--- config.mk ---
export PLATFORM = sky130hd
export DESIGN_NAME = uart_tx_rts
export DESIGN_NICKNAME = d
export VERILOG_FILES = /design/src/rtl/uart_tx_pkg.sv /design/src/rtl/uart_mode_regs.sv /design/src/rtl/uart_tx_engine.sv /design/src/rtl/uart_rts_ctrl.sv /design/src/rtl/uart_tx_rts.sv
export SDC_FILE = /design/constraint.sdc
export NUM_CORES = 1
export LEC_CHECK = 0
export ABC_AREA = 1
export CAP_MARGIN = 20
export CORE_UTILIZATION = 45
export CTS_CLUSTER_DIAMETER = 30
export DETAILED_ROUTE_END_ITERATION = 8
export PLACE_DENSITY = 0.74
export SYNTH_ARGS = -nofsm -noshare
export SYNTH_HDL_FRONTEND = slang
export SYNTH_SLANG_ARGS = --single-unit
--- constraint.sdc ---
create_clock -name clk -period 2.3 [get_ports clk]
set_clock_uncertainty 0.15 [all_clocks]
set_input_delay 0.46 -clock clk [delete_from_list [all_inputs] [get_ports clk]]
set_output_delay 0.46 -clock clk [all_outputs]
set_load 0.03 [all_outputs]
--- src/rtl/uart_tx_pkg.sv ---
package uart_tx_pkg;

  localparam logic [1:0] ADDR_MODE = 2'd0;
  localparam logic [1:0] ADDR_DATA = 2'd1;
  localparam logic [1:0] ADDR_CMD  = 2'd2;

  // command bits at ADDR_CMD
  localparam int CMD_RTS_SET = 0;
  localparam int CMD_RTS_CLR = 1;
  localparam int CMD_PTR_RST = 2;

  // parity codes, bit 2 set means no parity bit
  localparam logic [1:0] PAR_EVEN = 2'b00;
  localparam logic [1:0] PAR_ODD  = 2'b01;
  localparam logic [1:0] PAR_LOW  = 2'b10;
  localparam logic [1:0] PAR_HIGH = 2'b11;

  typedef enum logic [2:0] {
    TX_IDLE,
    TX_START,
    TX_DATA,
    TX_PAR,
    TX_STOP
  } tx_state_e;

endpackage

--- src/rtl/uart_mode_regs.sv ---
module uart_mode_regs
  import uart_tx_pkg::*;
#(
  parameter int REG_W = 8
) (
  input  logic             clk,
  input  logic             rst_n,
  input  logic             bus_wr,
  input  logic             bus_rd,
  input  logic [1:0]       bus_addr,
  input  logic [REG_W-1:0] bus_wdata,
  output logic [1:0]       len_o,
  output logic [2:0]       par_o,
  output logic [3:0]       stop_o,
  output logic             auto_rts_o,
  output logic             ptr_o,
  output logic             rts_set_o,
  output logic             rts_clr_o,
  output logic [REG_W-1:0] rdata_o
);

  logic             ptr_q, ptr_d;
  logic [REG_W-1:0] mr1_q, mr1_d;
  logic [REG_W-1:0] mr2_q, mr2_d;
  logic             mode_acc, cmd_wr, regs_en;

  assign mode_acc = (bus_wr || bus_rd) && (bus_addr == ADDR_MODE);
  assign cmd_wr   = bus_wr && (bus_addr == ADDR_CMD);
  assign regs_en  = mode_acc || cmd_wr;

  always_comb begin
    ptr_d = ptr_q;
    mr1_d = mr1_q;
    mr2_d = mr2_q;
    if (mode_acc) begin
      if (!ptr_q) begin
        ptr_d = 1'b1;
        if (bus_wr) mr1_d = bus_wdata;
      end else if (bus_wr) begin
        mr2_d = bus_wdata;
      end
    end
    if (cmd_wr && bus_wdata[CMD_PTR_RST]) ptr_d = 1'b0;
  end

  always_ff @(posedge clk or negedge rst_n) begin
    if (!rst_n) begin
      ptr_q <= 1'b0;
      mr1_q <= '0;
      mr2_q <= '0;
    end else if (regs_en) begin
      ptr_q <= ptr_d;
      mr1_q <= mr1_d;
      mr2_q <= mr2_d;
    end
  end

  assign len_o      = mr1_q[1:0];
  assign par_o      = mr1_q[4:2];
  assign stop_o     = mr2_q[3:0];
  assign auto_rts_o = mr2_q[5];
  assign ptr_o      = ptr_q;
  assign rts_set_o  = cmd_wr && bus_wdata[CMD_RTS_SET];
  assign rts_clr_o  = cmd_wr && bus_wdata[CMD_RTS_CLR];
  assign rdata_o    = ptr_q ? mr2_q : mr1_q;

endmodule

--- src/rtl/uart_tx_engine.sv ---
module uart_tx_engine
  import uart_tx_pkg::*;
#(
  parameter int DATA_W = 8,
  parameter int OVS    = 16
) (
  input  logic              clk,
  input  logic              rst_n,
  input  logic              tick_i,
  input  logic              wr_i,
  input  logic [DATA_W-1:0] wdata_i,
  input  logic [1:0]        len_i,
  input  logic [2:0]        par_i,
  input  logic [3:0]        stop_i,
  output logic              txd_o,
  output logic              hold_empty_o,
  output logic              tx_empty_o,
  output logic              accept_o,
  output logic              drain_o
);

  localparam int SUB_W    = $clog2(2 * OVS);
  localparam int BIT_W    = $clog2(DATA_W);
  localparam int MIN_BITS = DATA_W - 3;

  localparam logic [SUB_W-1:0] SUB_BIT_END = SUB_W'(OVS - 1);
  localparam logic [SUB_W-1:0] STOP_ONE    = SUB_W'(OVS - 1);
  localparam logic [SUB_W-1:0] STOP_HALF   = SUB_W'(OVS + OVS / 2 - 1);
  localparam logic [SUB_W-1:0] STOP_TWO    = SUB_W'(2 * OVS - 1);

  tx_state_e         state_q, state_d;
  logic [SUB_W-1:0]  sub_q, sub_d;
  logic [BIT_W-1:0]  bitcnt_q, bitcnt_d;
  logic [DATA_W-1:0] shreg_q, shreg_d;
  logic              par_acc_q, par_acc_d;
  logic [DATA_W-1:0] hold_q, hold_d;
  logic              hold_full_q, hold_full_d;
  logic [BIT_W-1:0]  f_last_q, f_last_d;
  logic [2:0]        f_par_q, f_par_d;
  logic [SUB_W-1:0]  f_stop_q, f_stop_d;

  logic              bit_end, stop_end, load, accept;
  logic [SUB_W-1:0]  stop_cfg;
  logic              par_bit;

  always_comb begin
    case (stop_i)
      4'd0:    stop_cfg = STOP_ONE;
      4'd1:    stop_cfg = STOP_HALF;
      default: stop_cfg = STOP_TWO;
    endcase
  end

  assign bit_end  = tick_i && (sub_q == SUB_BIT_END);
  assign stop_end = tick_i && (state_q == TX_STOP) && (sub_q == f_stop_q);
  assign load     = hold_full_q && ((state_q == TX_IDLE) || stop_end);
  assign accept   = wr_i && !hold_full_q;

  // holding register side
  always_comb begin
    hold_d      = hold_q;
    hold_full_d = hold_full_q;
    if (accept) begin
      hold_d      = wdata_i;
      hold_full_d = 1'b1;
    end else if (load) begin
      hold_full_d = 1'b0;
    end
  end

  // frame sequencer
  always_comb begin
    state_d   = state_q;
    sub_d     = sub_q;
    bitcnt_d  = bitcnt_q;
    shreg_d   = shreg_q;
    par_acc_d = par_acc_q;
    f_last_d  = f_last_q;
    f_par_d   = f_par_q;
    f_stop_d  = f_stop_q;
    if (tick_i) begin
      case (state_q)
        TX_START: begin
          if (bit_end) begin
            state_d  = TX_DATA;
            sub_d    = '0;
            bitcnt_d = '0;
          end else begin
            sub_d = sub_q + 1'b1;
          end
        end
        TX_DATA: begin
          if (bit_end) begin
            sub_d     = '0;
            shreg_d   = shreg_q >> 1;
            par_acc_d = par_acc_q ^ shreg_q[0];
            if (bitcnt_q == f_last_q) begin
              state_d = f_par_q[2] ? TX_STOP : TX_PAR;
            end else begin
              bitcnt_d = bitcnt_q + 1'b1;
            end
          end else begin
            sub_d = sub_q + 1'b1;
          end
        end
        TX_PAR: begin
          if (bit_end) begin
            state_d = TX_STOP;
            sub_d   = '0;
          end else begin
            sub_d = sub_q + 1'b1;
          end
        end
        TX_STOP: begin
          if (stop_end) begin
            state_d = TX_IDLE;
            sub_d   = '0;
          end else begin
            sub_d = sub_q + 1'b1;
          end
        end
        default: ;
      endcase
    end
    if (load) begin
      state_d   = TX_START;
      sub_d     = '0;
      bitcnt_d  = '0;
      shreg_d   = hold_q;
      par_acc_d = 1'b0;
      f_last_d  = BIT_W'(MIN_BITS - 1) + BIT_W'(len_i);
      f_par_d   = par_i;
      f_stop_d  = stop_cfg;
    end
  end

  always_ff @(posedge clk or negedge rst_n) begin
    if (!rst_n) begin
      hold_q      <= '0;
      hold_full_q <= 1'b0;
    end else if (accept || load) begin
      hold_q      <= hold_d;
      hold_full_q <= hold_full_d;
    end
  end

  always_ff @(posedge clk or negedge rst_n) begin
    if (!rst_n) begin
      state_q   <= TX_IDLE;
      sub_q     <= '0;
      bitcnt_q  <= '0;
      shreg_q   <= '0;
      par_acc_q <= 1'b0;
      f_last_q  <= '0;
      f_par_q   <= '0;
      f_stop_q  <= '0;
    end else if (tick_i || load) begin
      state_q   <= state_d;
      sub_q     <= sub_d;
      bitcnt_q  <= bitcnt_d;
      shreg_q   <= shreg_d;
      par_acc_q <= par_acc_d;
      f_last_q  <= f_last_d;
      f_par_q   <= f_par_d;
      f_stop_q  <= f_stop_d;
    end
  end

  always_comb begin
    case (f_par_q[1:0])
      PAR_EVEN: par_bit = par_acc_q;
      PAR_ODD:  par_bit = ~par_acc_q;
      PAR_LOW:  par_bit = 1'b0;
      default:  par_bit = 1'b1;
    endcase
  end

  always_comb begin
    case (state_q)
      TX_START: txd_o = 1'b0;
      TX_DATA:  txd_o = shreg_q[0];
      TX_PAR:   txd_o = par_bit;
      default:  txd_o = 1'b1;
    endcase
  end

  assign hold_empty_o = !hold_full_q;
  assign tx_empty_o   = (state_q == TX_IDLE) && !hold_full_q;
  assign accept_o     = accept;
  assign drain_o      = stop_end && !hold_full_q;

endmodule

--- src/rtl/uart_rts_ctrl.sv ---
module uart_rts_ctrl #(
  parameter int OVS = 16
) (
  input  logic clk,
  input  logic rst_n,
  input  logic tick_i,
  input  logic set_i,
  input  logic clr_i,
  input  logic auto_en_i,
  input  logic drain_i,
  input  logic cancel_i,
  output logic rts_o
);

  localparam int CNT_W = $clog2(OVS);
  localparam logic [CNT_W-1:0] CNT_LAST = CNT_W'(OVS - 1);

  logic             rts_q, rts_d;
  logic             armed_q, armed_d;
  logic [CNT_W-1:0] cnt_q, cnt_d;
  logic             en;

  always_comb begin
    rts_d   = rts_q;
    armed_d = armed_q;
    cnt_d   = cnt_q;
    if (armed_q) begin
      if (cancel_i) begin
        armed_d = 1'b0;
      end else if (tick_i) begin
        if (cnt_q == CNT_LAST) begin
          armed_d = 1'b0;
          rts_d   = 1'b0;
        end else begin
          cnt_d = cnt_q + 1'b1;
        end
      end
    end
    if (drain_i && auto_en_i && rts_q) begin
      armed_d = 1'b1;
      cnt_d   = '0;
    end
    if (set_i) rts_d = 1'b1;
    if (clr_i) begin
      rts_d   = 1'b0;
      armed_d = 1'b0;
    end
  end

  assign en = armed_q || drain_i || set_i || clr_i;

  always_ff @(posedge clk or negedge rst_n) begin
    if (!rst_n) begin
      rts_q   <= 1'b0;
      armed_q <= 1'b0;
      cnt_q   <= '0;
    end else if (en) begin
      rts_q   <= rts_d;
      armed_q <= armed_d;
      cnt_q   <= cnt_d;
    end
  end

  assign rts_o = rts_q;

endmodule

--- src/rtl/uart_tx_rts.sv ---
module uart_tx_rts
  import uart_tx_pkg::*;
#(
  parameter int DATA_W = 8,
  parameter int OVS    = 16
) (
  input  logic              clk,
  input  logic              rst_n,
  input  logic              tick16,
  input  logic              bus_wr,
  input  logic              bus_rd,
  input  logic [1:0]        bus_addr,
  input  logic [DATA_W-1:0] bus_wdata,
  output logic [DATA_W-1:0] bus_rdata,
  output logic              txd,
  output logic              rts,
  output logic              hold_empty,
  output logic              tx_empty
);

  logic [1:0]        rst_sync_q;
  logic              rst_n_sync;
  logic [1:0]        cfg_len;
  logic [2:0]        cfg_par;
  logic [3:0]        cfg_stop;
  logic              auto_rts;
  logic              mode_ptr;
  logic              rts_set, rts_clr;
  logic [DATA_W-1:0] mode_rdata;
  logic              data_wr;
  logic              accept, drain;

  always_ff @(posedge clk or negedge rst_n) begin
    if (!rst_n) rst_sync_q <= 2'b00;
    else        rst_sync_q <= {rst_sync_q[0], 1'b1};
  end
  assign rst_n_sync = rst_sync_q[1];

  assign data_wr = bus_wr && (bus_addr == ADDR_DATA);

  uart_mode_regs #(.REG_W(DATA_W)) u_mode (
    .clk        (clk),
    .rst_n      (rst_n_sync),
    .bus_wr     (bus_wr),
    .bus_rd     (bus_rd),
    .bus_addr   (bus_addr),
    .bus_wdata  (bus_wdata),
    .len_o      (cfg_len),
    .par_o      (cfg_par),
    .stop_o     (cfg_stop),
    .auto_rts_o (auto_rts),
    .ptr_o      (mode_ptr),
    .rts_set_o  (rts_set),
    .rts_clr_o  (rts_clr),
    .rdata_o    (mode_rdata)
  );

  uart_tx_engine #(.DATA_W(DATA_W), .OVS(OVS)) u_engine (
    .clk          (clk),
    .rst_n        (rst_n_sync),
    .tick_i       (tick16),
    .wr_i         (data_wr),
    .wdata_i      (bus_wdata),
    .len_i        (cfg_len),
    .par_i        (cfg_par),
    .stop_i       (cfg_stop),
    .txd_o        (txd),
    .hold_empty_o (hold_empty),
    .tx_empty_o   (tx_empty),
    .accept_o     (accept),
    .drain_o      (drain)
  );

  uart_rts_ctrl #(.OVS(OVS)) u_rts (
    .clk       (clk),
    .rst_n     (rst_n_sync),
    .tick_i    (tick16),
    .set_i     (rts_set),
    .clr_i     (rts_clr),
    .auto_en_i (auto_rts),
    .drain_i   (drain),
    .cancel_i  (accept),
    .rts_o     (rts)
  );

  always_comb begin
    case (bus_addr)
      ADDR_MODE: bus_rdata = mode_rdata;
      ADDR_DATA: bus_rdata = {{(DATA_W-2){1'b0}}, tx_empty, hold_empty};
      ADDR_CMD:  bus_rdata = {{(DATA_W-1){1'b0}}, rts};
      default:   bus_rdata = '0;
    endcase
  end

endmodule

==> metrics.md <==
| Metric | Value |
|---|---|
| Ranking of synthesized cells by area | `dfrtp_1 (51%), nand2_1 (11%), o21ai_0 (8.2%)` |
| Core Rows | `29` |
| Clock Path Buffers | `2` |
| Max Clock Freq | `approximately 450 MHz` |
| CTS root buf | `clkbuf_8` |
| # fillers | `581` |
| Max VDD drop | `514 uV` |
| Worst Tran Pin Value | `548 ps` |
| Maximum number of pins on one net before global-route repair | `38` |
| Yosys reg bits | `62` |
| Cts bufs inserted | `9` |
| Critical path class | `reg2out` |
| Fin util | `58.4%` |
| Hold Buf Count CTS | `0` |
| Power per Cell Area | `1200 nW/um2` |
| FF-to-FF Start | `u_engine.sub_q[0]$_DFFE_PN0P_` |
| Yosys warning count | `0` |
| Nets | `429` |
| Leakage | `1.86 nW` |
| Worst setup margin | `approximately 86 ps` |
| CORE AREA | `roughly 6500 um2` |
| Detailed Route Iter0 Violations | `124` |
| Setup Buffers After CTS | `0` |
| Slew Limit Fails | `0` |
| Area delta synth->final | `23.6%` |
| Floorplan die width | `roughly 84 um` |
| Worst-path maximum fanout | `5` |
| Synth Area in Simple Gates | `22.7%` |
| Max-cap violation count | `0` |
| H-Tree Depth | `3` |
| Internal | `roughly 2.8 mW` |
| Initial antenna violation count | `0` |
| Violated checks | `DRC` |
| P_sw | `~1.7 mW` |
| RR Endpoint | `u_engine.state_q[1]$_DFFE_PN0P_` |
| Total I/O pin count | `27` |
| Reg2Reg Depth | `11` |
| Setup Viol. Count Final | `0` |
| Period utilization | `96.2%` |
| Antenna cells | `0` |
| Via density | `5.31` |
| CP required | `1690 ps` |
| EDFF count, synth | `0` |
| DR pass1 iterations | `7` |
| Flop2flop setup slack | `280 ps` |
| Net Sw Frac | `37.1%` |
| Slew headroom | `63.5%` |
| Syn Nets | `387` |
| Wire length per cell | `14.1 um` |
| Synth area leader | `dfrtp_1` |
| Total routed wirelength | `6960 um` |
| CTS tree | `yes` |
| Port buffer count | `26` |
| CP Capture Type | `primary output` |
| Placed cells | `~480` |
| Die Height | `84.4 um` |
| DP HPWL | `4860 um` |
| Final Cell Area | `3770 um2` |
| Post-synth top flop | `dfrtp_1` |
| Met1 Resource Use GR | `about 27%` |
| Final Critical Period | `2210 ps` |
| Unique masters post-synth | `40` |
| Post-synthesis compound-gate area fraction | `between 10% and 20%` |
| Post-Synth XOR/XNOR Area | `1.43%` |
| Congestion Overflow GR | `0` |
| Mux contribution to synthesized area | `0%` |
| Die ar. | `7120 um2` |
| Worst-path clk slew | `70 ps` |
| First-pass GRT wire length | `11,400 um` |
| Setup WS pre-CTS | `-34.0 ps` |
| Initial Util | `between 40% and 50%` |
| Unrepaired setup endpoints after global routing | `no` |
| CP Launch Type | `register` |
| Post-detailed-route count of antenna-violating nets | `0` |
| Status | `complete, but fails checks` |
| Adder-Cell Fraction of Synth Area | `1.64%` |
| Largest family of logic cells by synthesized area | `simple AND/OR/NAND/NOR gates` |
| CP Data Arrival Time | `1600 ps` |
| Synth Instances | `368` |
| Total GRT Usage | `20.6%` |
| Top cells by count, synth | `nand2_1 (89), dfrtp_1 (62), o21ai_0 (50)` |
| Placement Cell Area | `3460 um2` |
| Min-Delay Path Class | `reg2async` |
| Final Hold Vio Count | `0` |
| Most used routing layer | `met2` |
| DRC viols | `4` |
| Share of cells above drive strength 1 | `15.4%` |
| Synth top area share | `50.8%` |
| Seq/Total Area, Yosys | `50.8%` |
| Top-count cell post-synth | `nand2_1` |
| GPL Wtd Cong | `between 0.8 and 0.9` |
| Ys async rst share | `between 90% and 100%` |
| Vias in the first global route | `2,453` |
| Num Clock Sinks | `62` |
| Syn Std Cell Area | `slightly above 3000 um2` |
| Global Route met3 Usage | `4.72%` |
| Comb pwr share | `35.5%` |
| Mean post-synth cell area | `8.30 um2` |
| Post-Layout Cell Count | `492` |
| Register share of total power | `38.2%` |
| GR Util met2 | `33.7%` |
| Clock network fraction of total power | `between 20% and 30%` |
| Hold slack | `around 110 ps` |
| Routed vias | `roughly 2,600` |
| Clock insertion delay at the later pin of the skew report | `340 ps` |
==> critical path, cell delays in order, from the launching register on <==
cell	delay, ps
dfrtp_1	450
inv_2	140
clkdlybuf4s50_1	680
==> cells in the final DEF (no fill, tap or decap), drive strengths merged, types with 6 or more instances in the layout <==
| cell | instances |
|---|---|
| nand2 | 94 |
| clkdlybuf4s50 | 14 |
| a21oi | 9 |
| nand3 | 15 |
| dfrtp | 62 |
| a31oi | 6 |
| nor2 | 38 |
| nand4 | 7 |
| o21ai | 52 |
| buf | 21 |
| clkbuf | 13 |
| inv | 48 |
==> cell type report <==
type	count	area, um2	area share, %
multi-input cells	251	1330	35.1
inverters	48	180	4.77
clock buffers	13	159	4.21
flip-flops and latches	62	1550	41.1
clock inverters	3	90.1	2.39
repair buffers	38	369	9.78
well taps	77	96.3	2.55
==> routing by layer <==
layer,part of all wire [%],up-vias
li1,-,1285
met1,45,1238
met2,49,83
met3,4.9,8
met4,1.4,0
met5,0,-
==> cells by family (layout without fill, tap and decap cells) <==
group,count (synthesis),in the layout
XOR/XNOR,5,5
AND/OR/NAND/NOR,159,160
flip-flops,62,62
buffers and inverters,56,102
adder cells (fa/ha/maj),4,4
AO/OA/AOI/OAI,81,81
other,1,1
==> power by group through the flow <==
stage / logic (mW) / clock network (mW) / registers (mW)
after floorplan: 1.14 / 0 / 1.67
after global placement: 1.51 / 0 / 1.71
after detailed placement: 1.56 / 0 / 1.73
after CTS: 1.57 / 1.21 / 1.71
after global routing: 1.81 / 1.24 / 1.76
final: 1.61 / 1.19 / 1.73
==> flip-flops by register name (all words and copies together), names as in the netlist <==
name	cells
u_mode.mr2_q	8
u_engine.f_par_q	3
u_engine.state_q	3
u_mode.ptr_o	1
u_rts.armed_q	1
u_engine.hold_q	8
u_engine.f_last_q	2
u_engine.f_stop_q	3
u_engine.sub_q	5
u_engine.par_acc_q	1
u_rts.rts_o	1
u_engine.shreg_q	8
rst_sync_q	2
u_engine.bitcnt_q	3
u_rts.cnt_q	4
u_engine.hold_full_q	1
u_mode.mr1_q	8
==> repair_timing <==
| action | 4_1_cts | 5_1_grt |
|---|---|---|
| pin swaps | 1 | 5 |
| cloned | 0 | 1 |
| setup endpoints to repair | 6 | 10 |
| gates resized for setup | 8 | 16 |
| hold endpoints to repair | 0 | 0 |
==> how the worst max path moves through the flow <==
stage	depth (start not counted)	end	from	slack, ps
2_1_floorplan	5	bus_rdata[2]	bus_addr[1]	70
3_3_place_gp	7	bus_rdata[0]	bus_addr[1]	-5
3_5_place_dp	7	bus_rdata[2]	bus_addr[1]	-30
4_1_cts	7	bus_rdata[7]	bus_addr[1]	10
5_1_grt	7	bus_rdata[1]	u_engine.state_q[0]$_DFFE_PN0P_	7
6_report	2	hold_empty	u_engine.hold_full_q$_DFFE_PN0N_	90
==> per-stage QoR <==
step / power (mW) / setup TNS [ps]
detailed placement: 3.29 / -71.7
finish: 4.53 / 0
global route: 4.82 / 0
CTS: 4.49 / 0
global placement: 3.22 / -4.53
floorplan: 2.81 / 0
Note: power is estimated with default switching activity, not from simulation.
